[config.mk]
export PLATFORM = sky130hd
export DESIGN_NAME = wdk_top
export DESIGN_NICKNAME = d
export VERILOG_FILES = /design/src/rtl/wdk_pkg.sv /design/src/rtl/wdk_ctrl_reg.sv /design/src/rtl/wdk_keyseq.sv /design/src/rtl/wdk_countdown.sv /design/src/rtl/wdk_rst_out.sv /design/src/rtl/wdk_top.sv
export SDC_FILE = /design/constraint.sdc
export NUM_CORES = 1
export LEC_CHECK = 0
export ABC_AREA = 1
export BUFFER_PORTS_ARGS = -buffer_cell sky130_fd_sc_hd__buf_2
export CORE_UTILIZATION = 55
export DETAILED_ROUTE_END_ITERATION = 10
export PLACE_DENSITY = 0.85
export SYNTH_ARGS = -nofsm -noshare
export SYNTH_HDL_FRONTEND = slang
export SYNTH_HIERARCHICAL = 1
export SYNTH_SLANG_ARGS = --single-unit
export TNS_END_PERCENT = 5
[constraint.sdc]
create_clock -name clk -period 4.05 [get_ports clk]
set_clock_uncertainty 0.15 [all_clocks]
set_input_delay 0.6075 -clock clk [delete_from_list [all_inputs] [get_ports clk]]
set_output_delay 0.6075 -clock clk [all_outputs]
set_load 0.02 [all_outputs]
[src/rtl/wdk_pkg.sv]
package wdk_pkg;
  localparam int B_SLP    = 0;
  localparam int B_SDBG   = 1;
  localparam int B_EN     = 2;
  localparam int B_ROUTE  = 3;
  localparam int B_FINT_N = 4;
  localparam int B_FEXT_N = 5;
  localparam int N_FLAGS  = 6;

  typedef enum logic {KEY_IDLE = 1'b0, KEY_ARMED = 1'b1} key_state_e;
endpackage

[src/rtl/wdk_ctrl_reg.sv]
module wdk_ctrl_reg
  import wdk_pkg::*;
#(
  parameter int DW = 16,
  parameter int TW = 8
) (
  input  logic          clk,
  input  logic          rst_n,
  input  logic          wr_ctrl,
  input  logic [DW-1:0] wr_data,
  output logic [DW-1:0] ctrl_q,
  output logic          en_load,
  output logic          force_int,
  output logic          force_ext
);
  localparam int GAP = DW - TW - N_FLAGS;
  localparam logic [DW-1:0] MASK = {{TW{1'b1}}, {GAP{1'b0}}, {N_FLAGS{1'b1}}};
  localparam logic [DW-1:0] RST_VAL = DW'((1 << B_FINT_N) | (1 << B_FEXT_N));

  logic [DW-1:0] ctrl_d;

  always_comb begin
    ctrl_d = ctrl_q;
    if (wr_ctrl) begin
      ctrl_d       = wr_data & MASK;
      ctrl_d[B_EN] = ctrl_q[B_EN] | wr_data[B_EN];
    end
  end

  always_ff @(posedge clk or negedge rst_n) begin
    if (!rst_n) ctrl_q <= RST_VAL;
    else        ctrl_q <= ctrl_d;
  end

  assign en_load   = wr_ctrl & ~ctrl_q[B_EN] & wr_data[B_EN];
  assign force_int = wr_ctrl & ~wr_data[B_FINT_N];
  assign force_ext = wr_ctrl & ~wr_data[B_FEXT_N];
endmodule

[src/rtl/wdk_keyseq.sv]
module wdk_keyseq
  import wdk_pkg::*;
#(
  parameter int              DW    = 16,
  parameter logic [DW-1:0]   KEY_A = 16'h5555,
  parameter logic [DW-1:0]   KEY_B = 16'hAAAA
) (
  input  logic          clk,
  input  logic          rst_n,
  input  logic          wr_svc,
  input  logic [DW-1:0] wr_data,
  output logic          reload
);
  key_state_e st_q, st_d;

  always_comb begin
    st_d = st_q;
    if (wr_svc) st_d = (wr_data == KEY_A) ? KEY_ARMED : KEY_IDLE;
  end

  always_ff @(posedge clk or negedge rst_n) begin
    if (!rst_n) st_q <= KEY_IDLE;
    else        st_q <= st_d;
  end

  assign reload = wr_svc && (st_q == KEY_ARMED) && (wr_data == KEY_B);
endmodule

[src/rtl/wdk_countdown.sv]
module wdk_countdown #(
  parameter int TW = 8
) (
  input  logic          clk,
  input  logic          rst_n,
  input  logic          load,
  input  logic [TW-1:0] load_val,
  input  logic          step,
  output logic [TW-1:0] cnt_q,
  output logic          expire
);
  logic at_zero;
  assign at_zero = (cnt_q == '0);
  assign expire  = step & at_zero & ~load;

  always_ff @(posedge clk or negedge rst_n) begin
    if (!rst_n)                 cnt_q <= '0;
    else if (load)              cnt_q <= load_val;
    else if (step && !at_zero)  cnt_q <= cnt_q - 1'b1;
  end
endmodule

[src/rtl/wdk_rst_out.sv]
module wdk_rst_out (
  input  logic clk,
  input  logic rst_n,
  input  logic expire,
  input  logic route_ext,
  input  logic force_int,
  input  logic force_ext,
  output logic int_req,
  output logic ext_n,
  output logic halted
);
  logic int_q, ext_q;

  always_ff @(posedge clk or negedge rst_n) begin
    if (!rst_n) begin
      int_q <= 1'b0;
      ext_q <= 1'b0;
    end else begin
      int_q <= int_q | force_int | (expire & ~route_ext);
      ext_q <= ext_q | force_ext | (expire &  route_ext);
    end
  end

  assign int_req = int_q;
  assign ext_n   = ~ext_q;
  assign halted  = int_q | ext_q;
endmodule

[src/rtl/wdk_top.sv]
module wdk_top
  import wdk_pkg::*;
#(
  parameter int            DW    = 16,
  parameter int            TW    = 8,
  parameter logic [DW-1:0] KEY_A = 16'h5555,
  parameter logic [DW-1:0] KEY_B = 16'hAAAA
) (
  input  logic          clk,
  input  logic          rst_n,
  input  logic          wr_valid,
  output logic          wr_ready,
  input  logic          wr_sel,
  input  logic [DW-1:0] wr_data,
  input  logic          tick_2hz,
  input  logic          dbg_mode,
  input  logic          lp_mode,
  output logic          int_rst_req,
  output logic          ext_rst_n,
  output logic [TW-1:0] cnt_o,
  output logic [DW-1:0] ctrl_o
);
  localparam int TO_LSB = DW - TW;

  logic [DW-1:0] ctrl_q;
  logic wr_ctrl, wr_svc, en_load, force_int, force_ext, reload;
  logic hold, halted, step, expire, load;
  logic [TW-1:0] load_val;

  assign wr_ready = rst_n;
  assign wr_ctrl  = wr_valid & ~wr_sel;
  assign wr_svc   = wr_valid &  wr_sel;

  wdk_ctrl_reg #(.DW(DW), .TW(TW)) u_ctrl (
    .clk(clk), .rst_n(rst_n), .wr_ctrl(wr_ctrl), .wr_data(wr_data),
    .ctrl_q(ctrl_q), .en_load(en_load), .force_int(force_int), .force_ext(force_ext)
  );

  wdk_keyseq #(.DW(DW), .KEY_A(KEY_A), .KEY_B(KEY_B)) u_key (
    .clk(clk), .rst_n(rst_n), .wr_svc(wr_svc), .wr_data(wr_data), .reload(reload)
  );

  assign hold     = (dbg_mode & ctrl_q[B_SDBG]) | (lp_mode & ctrl_q[B_SLP]);
  assign step     = ctrl_q[B_EN] & tick_2hz & ~hold & ~halted;
  assign load     = en_load | reload;
  assign load_val = en_load ? wr_data[DW-1:TO_LSB] : ctrl_q[DW-1:TO_LSB];

  wdk_countdown #(.TW(TW)) u_cnt (
    .clk(clk), .rst_n(rst_n), .load(load), .load_val(load_val),
    .step(step), .cnt_q(cnt_o), .expire(expire)
  );

  wdk_rst_out u_rst (
    .clk(clk), .rst_n(rst_n), .expire(expire), .route_ext(ctrl_q[B_ROUTE]),
    .force_int(force_int), .force_ext(force_ext),
    .int_req(int_rst_req), .ext_n(ext_rst_n), .halted(halted)
  );

  assign ctrl_o = ctrl_q;
endmodule

==> results.py, run 1 <==
metrics = {
    "global_routing": {
        "grt_max_degree": 27,
        "grt_first_pass_wirelength_um": 5780,
        "track_usage_pct": 23.1,
        "grt_pass1_vias": 1415,
        "grt_overflow_total": 0,
        "antenna_found_initial": 0,
    },
    "clock_tree": {
        "cts_root_buf": "clkbuf_4",
        "ctsHoldBuffers": 0,
        "htreeDepth": 1,
        "path_clk_slew_ns": 0.14,
        "cts.repair.resized": 0,
        "tritoncts": "yes",
        "numCtsBuffers": 3,
        "clk_latency_ns": 0.32,
        "clockBufferDepth": 2,
        "cts.sinks": 25,
        "post_cts_buffers": 0,
    },
    "sta": {
        "max_clock_freq_ghz": 0.406,
        "max_slew_margin_pct": 62.9,
        "min_period_over_period_pct": 60.9,
        "slew_violations": 0,
        "setup_viol": 0,
        "whs_ns": 0.0979,
        "finalHoldViolCount": 0,
        "rsz0062_at_grt": "no",
        "worstMarginPinSlew_ns": 0.555,
        "tns_ns": 0,
        "min_period_ns": 2.46,
    },
    "setup_path": {
        "cp_num_buf_inv": 3,
        "cp_cell_sequence": "buf_2 > nor2_1 > buf_4 > nand2_1 > nor2_1 > or2_1 > inv_1 > o21ai_0 > nand2_1 > nand2_1 > o21ai_2",
        "r2r_setup_slack_ns": 1.87,
        "cp-start-kind": "input pin",
        "end_kind": "flop",
        "critical_path.max_fanout": 15,
        "crit_slowest_cell": "nor2_1",
        "max_stage_delay_ns": 0.44,
        "cpMostUsedCell": "nand2_1",
        "required_ns": 4.12,
        "arrival_ns": 2.54,
        "crit_family": "simple AND/OR/NAND/NOR gates",
        "crit_type": "in2reg",
    },
    "cells_and_area": {
        "drive_above_1_share_pct": 24.4,
        "diodes": 0,
        "final_cells": 318,
        "fin_nets": 312,
        "design_area_mm2": 0.00185,
        "syn_to_final_growth_pct": 16.0,
    },
    "power_and_ir_drop": {
        "peakVddDrop_mv": 0.320,
        "p_leak_uw": 0.00107,
        "p_total_uw": 759,
        "powerDensity_mw_per_mm2": 410,
    },
    "drt": {
        "dr.first_iter.drc_count": 81,
        "routedWlPerCell_um": 11.1,
        "vias": 1597,
        "drt-pass1-iter-count": 4,
        "ant_nets": 0,
        "via_per_inst": 5.02,
        "remaining_drc_errors": 0,
        "postRouteWirelength_um": 3520,
    },
    "yosys": {
        "yosys-top-cells-count": "nand2_1 (114), inv_1 (27), dfrtp_1 (23), nor2_1 (23), nand3_1 (14)",
        "synth_top_area_cell": "dfrtp_1",
        "yosys.area.top_type_share_pct": 36.0,
        "postSynthAreaPerCell_um2": 6.63,
        "synth_area_mm2": 0.00160,
        "ys_warn_count": 6,
        "ys_seq_area_share_pct": 39.3,
        "synth_cell_type_count": 24,
        "ys_ff_latch": 25,
        "synth_flop_cell": "dfrtp_1",
        "synthCells": 241,
        "async_flop_share_pct": 100,
        "synthTopCellsByArea": "dfrtp_1 (36%), nand2_1 (27%), inv_1 (6.3%)",
        "synth.most_common_cell": "nand2_1",
        "synth_edf_count": 0,
    },
    "floorplanning": {
        "fp.coreArea_mm2": 0.00276,
        "start_util_pct": 57.9,
        "die_y_um": 55.9,
        "io_pins": 50,
        "die_area_mm2": 0.00312,
        "rows": 19,
        "die_w_um": 55.9,
    },
    "flow_run": {
        "max_cap_viol_count": 0,
    },
    "place": {
        "dp_cells": 314,
        "gp_congestion": 0.847,
        "hpwl_um": 2760,
        "io_buffers": 47,
        "post_dp_cell_area_mm2": 0.00182,
    },
    "hold_path": {
        "hp-class": "in2async",
    },
    "outcome": {
        "status": "finished clean",
    },
}
## registers in the layout, indices dropped and copies added, names as in the netlist
name           cells
u_cnt/cnt_q        8
u_ctrl/ctrl_q     14
u_key/st_q         1
u_rst/ext_q        1
u_rst/int_req      1
## worst paths after layout
check | startpoint | end | depth (start not counted)
hold reg to reg | u_ctrl/ctrl_q[4]$_DFFE_PN1P_ | u_ctrl/ctrl_q[4]$_DFFE_PN1P_ | 2
setup reg to reg | u_ctrl/ctrl_q[2]$_DFFE_PN0P_ | u_cnt/cnt_q[2]$_DFFE_PN0P_ | 7
max in group asynchronous | rst_n | u_ctrl/ctrl_q[5]$_DFFE_PN1P_ | 1
min in group clk | u_ctrl/ctrl_q[4]$_DFFE_PN1P_ | u_ctrl/ctrl_q[4]$_DFFE_PN1P_ | 2
setup / recovery | wr_sel | u_cnt/cnt_q[2]$_DFFE_PN0P_ | 11
hold / removal | rst_n | u_rst/ext_q$_DFF_PN0_ | 1
## cells by family (layout without fill, tap and decap cells)
family                   count (synthesis)  count (layout)  share of synthesized area (%)
flip-flops                              25              25                           39.3
other                                    1               2                          0.235
buffers and inverters                   36              81                           10.6
AND/OR/NAND/NOR                        168             168                           44.3
adder cells (fa/ha/maj)                  1               1                          0.783
AO/OA/AOI/OAI                           10              10                           4.78
## area by class of cell
class	instances	area, um^2
clock buffers	3	22.5
clock inverters	1	7.51
fillers	258	905
inverters	29	109
multi-input cells	181	805
flip-flops and latches	25	628
well taps	31	38.8
repair buffers	48	243
## where the power goes
part           total (uW)  switching (uW)  leakage, uW  internal [uW]
Clock                 114            76.7    0.0000139           37.7
Combinational         309             201     0.000756            108
Sequential            335            44.1     0.000296            291
## layout by cell type, fill, tap and decap left out, drive strengths merged
cell,netlist,final
nand2,117,117
buf,7,48
inv,29,29
nor2,27,27
dfrtp,23,23
nand3,14,14
o21ai,10,10
nor3,6,6
clkbuf,0,3
or2,2,2
conb,1,2
dfstp,2,2
clkinvlp,0,1
nor4,1,1
ha,1,1
nand4,1,1
## layer usage
| metal | track usage [%] | routed length [um] |
|---|---|---|
| met1 | 30.3 | 1640 |
| met5 | 0 | 0 |
| met3 | 2.09 | 152 |
| met2 | 41.5 | 1710 |
| met4 | 5.23 | 19 |
## per-stage QoR
step	util [%]	setup slack, ns
floorplan	-	1.95
global placement	66.1	1.38
detailed placement	66.1	1.26
CTS	67.2	1.62
global route	67.2	1.36
finish	67.2	1.59
## worst register-to-register path: stages (launching register included)
cell and delay (ns):
dfrtp_1 0.46, nor2_1 0.47, or2_1 0.44, inv_1 0.24, o21ai_0 0.13, nand2_1 0.06, nand2_1 0.08, o21ai_2 0.05
Power figures use the tool's default switching activity.
==> run 2: changes to the inputs <==
- ABC_AREA: 1 -> 0
- CORE_UTILIZATION: 55 -> 46
- PLACE_DENSITY: 0.85 -> 0.76
- clock period: 4.05 -> 2.2 ns (I/O delays scaled with it)
==> run 2 against run 1 <==
  * The flow now finishes with violations (setup timing)
  * Global-route usage decreased by 0.65 points
  * Critical path depth decreased by 5
  * Synthesized cell count decreased by 44%
  * Flip-flop and latch count unchanged
  * Sequential share of layout area decreased by 2.1 points
  * Combinational power increased by 110%
  * Hold slack improved by 0.016 ns
  * First-iteration DRC count increased by 35%
  * Highest routed layer unchanged
==> results.py, run 2 <==
metrics = {
    "outcome": {
        "status": "complete, but fails checks",
        "failed_checks": "setup timing",
    },
    "clock_tree": {
        "clk_latency_ns": 0.32,
        "clockBufferDepth": 2,
        "cts_root_buf": "clkbuf_4",
        "htreeDepth": 1,
        "tritoncts": "yes",
        "numCtsBuffers": 3,
        "path_clk_slew_ns": 0.13,
        "cts.sinks": 25,
    },
    "yosys": {
        "postSynthAreaPerCell_um2": 11.5,
        "synth_flop_cell": "dfrtp_1",
        "synth_top_area_cell": "dfrtp_1",
        "synth_cell_type_count": 56,
        "synthCells": 136,
        "ys_seq_area_share_pct": 40.0,
        "ys_warn_count": 6,
        "yosys-top-cells-count": "dfrtp_1 (23), mux2_4 (14), inv_1 (7), mux2_2 (7), nor2_1 (6)",
        "async_flop_share_pct": 100,
        "synth_area_mm2": 0.00157,
        "yosys.area.top_type_share_pct": 36.7,
        "synth_edf_count": 0,
        "synthTopCellsByArea": "dfrtp_1 (37%), mux2_4 (13%), mux2_2 (5.0%)",
        "ys_ff_latch": 25,
        "synth.most_common_cell": "dfrtp_1",
    },
    "setup_path": {
        "cp-start-kind": "flop",
        "rr_startpoint": "u_rst/ext_q$_DFF_PN0_",
        "arrival_ns": 2.40,
        "r2r_end": "u_cnt/cnt_q[5]$_DFFE_PN0P_",
        "reg2regPathDepth": 6,
        "crit_type": "reg2reg",
        "r2r_setup_slack_ns": -0.13,
        "required_ns": 2.27,
        "critical_path.max_fanout": 3,
        "end_kind": "flop",
    },
    "drt": {
        "ant_nets": 0,
        "routedWlPerCell_um": 16.3,
        "vias": 1365,
        "postRouteWirelength_um": 3880,
        "remaining_drc_errors": 0,
        "dr.first_iter.drc_count": 109,
        "drt-pass1-iter-count": 4,
        "via_per_inst": 5.74,
    },
    "sta": {
        "slew_violations": 0,
        "whs_ns": 0.114,
        "finalHoldViolCount": 0,
        "min_period_over_period_pct": 106,
        "setup_slack_ns": -0.135,
        "min_period_ns": 2.33,
        "max_clock_freq_ghz": 0.428,
        "setup_viol": 4,
        "rsz0062_at_grt": "yes",
    },
    "global_routing": {
        "grt_max_degree": 26,
        "grt_overflow_total": 0,
        "grt_first_pass_wirelength_um": 6130,
        "antenna_found_initial": 0,
        "grt_pass1_vias": 1362,
        "track_usage_pct": 22.4,
    },
    "cells_and_area": {
        "largest_reg_flops": 14,
        "fin_nets": 219,
        "reg_top3": "u_ctrl/ctrl_q x14, u_cnt/cnt_q x8",
        "final_util_pct": 62.8,
        "drive_above_1_share_pct": 52.6,
        "design_area_mm2": 0.00198,
        "diodes": 0,
        "final_common_cell": "buf_2",
        "syn_to_final_growth_pct": 26.1,
        "final_cell_mix": "buf_2 (47), dfrtp_1 (22), mux2_4 (14), buf_4 (14)",
        "final_cells": 238,
        "regMostFlops": "u_ctrl/ctrl_q",
    },
    "floorplanning": {
        "io_pins": 50,
        "die_w_um": 60.4,
        "start_util_pct": 49.8,
        "fp.coreArea_mm2": 0.00315,
        "rows": 20,
        "die_y_um": 60.4,
        "die_area_mm2": 0.00365,
    },
    "power_and_ir_drop": {
        "powerDensity_mw_per_mm2": 766,
        "peakVddDrop_mv": 0.483,
        "p_leak_uw": 0.000895,
    },
    "place": {
        "hpwl_um": 2840,
        "gp_congestion": 0.875,
        "post_dp_cell_area_mm2": 0.00188,
        "dp_slack_ns": -0.0968,
        "dp_cells": 229,
        "io_buffers": 47,
    },
    "flow_run": {
        "max_cap_viol_count": 0,
    },
    "hold_path": {
        "hold_start": "wr_data[2]",
        "min_to": "u_ctrl/ctrl_q[2]$_DFFE_PN0P_",
        "hp-class": "in2reg",
        "min_path_cells": 2,
    },
}
run 2: metal layers:
metal | vias to the layer above | wire length (um) | GRT usage [%]
met5 | - | 0 | 0
met4 | 0 | 114 | 8.44
met2 | 74 | 1950 | 39.9
li1 | 626 | - | -
met3 | 15 | 235 | 5.33
met1 | 650 | 1570 | 26.1
run 2: worst max-delay path: stages, from the launching register on:
cell and delay, ns:
dfrtp_1 0.41, or2_4 0.25, nand3b_1 0.19, a221oi_4 0.23, or3b_4 0.43, o311a_1 0.31
a221o_1 0.26
run 2: kinds of logic after synthesis:
group                    synth area share (%)
AND/OR/NAND/NOR                          20.6
flip-flops                               40.0
AO/OA/AOI/OAI                            11.3
multiplexers                             19.7
buffers and inverters                    7.41
adder cells (fa/ha/maj)                 0.797
other                                   0.239
run 2: area by class of cell:
class                           count  area [um^2]
Tap cell                           44         55.1
Multi-Input combinational cell     95          880
Timing Repair Buffer               63          362
Inverter                            7         26.3
Sequential cell                    25          629
Clock inverter                      1         5.00
Clock buffer                        3         22.5
Fill cell                         268         1170
run 2: what timing repair did:
action                     4_1_cts  5_1_grt
setup endpoints to repair        6        7
gates resized for setup          2        2
setup buffers                    1        3
hold endpoints to repair        23        0
hold buffers                     1        0
run 2: worst max path at each step:
stage | from | endpoint | slack, ns | cells after the start
floorplan | u_rst/int_req$_DFF_PN0_ | u_cnt/cnt_q[5]$_DFFE_PN0P_ | -0.18 | 6
global placement | u_rst/int_req$_DFF_PN0_ | u_cnt/cnt_q[5]$_DFFE_PN0P_ | -0.007 | 6
detailed placement | u_rst/ext_q$_DFF_PN0_ | u_rst/int_req$_DFF_PN0_ | -0.1 | 9
CTS | u_rst/ext_q$_DFF_PN0_ | u_cnt/cnt_q[5]$_DFFE_PN0P_ | -0.1 | 6
global route | u_rst/ext_q$_DFF_PN0_ | u_cnt/cnt_q[5]$_DFFE_PN0P_ | -0.18 | 6
finish | u_rst/ext_q$_DFF_PN0_ | u_cnt/cnt_q[5]$_DFFE_PN0P_ | -0.13 | 6
run 2: per-stage QoR:
stage	total power, uW	setup TNS, ns
after floorplan	1080	-0.406
after global placement	1260	-0.00731
after detailed placement	1280	-0.274
after CTS	1490	-0.252
after global routing	1610	-0.669
final	1520	-0.221
run 2: report_power, final:
group | switching, uW | internal [uW]
clock network | 138 | 68.2
registers | 116 | 551
logic | 360 | 285
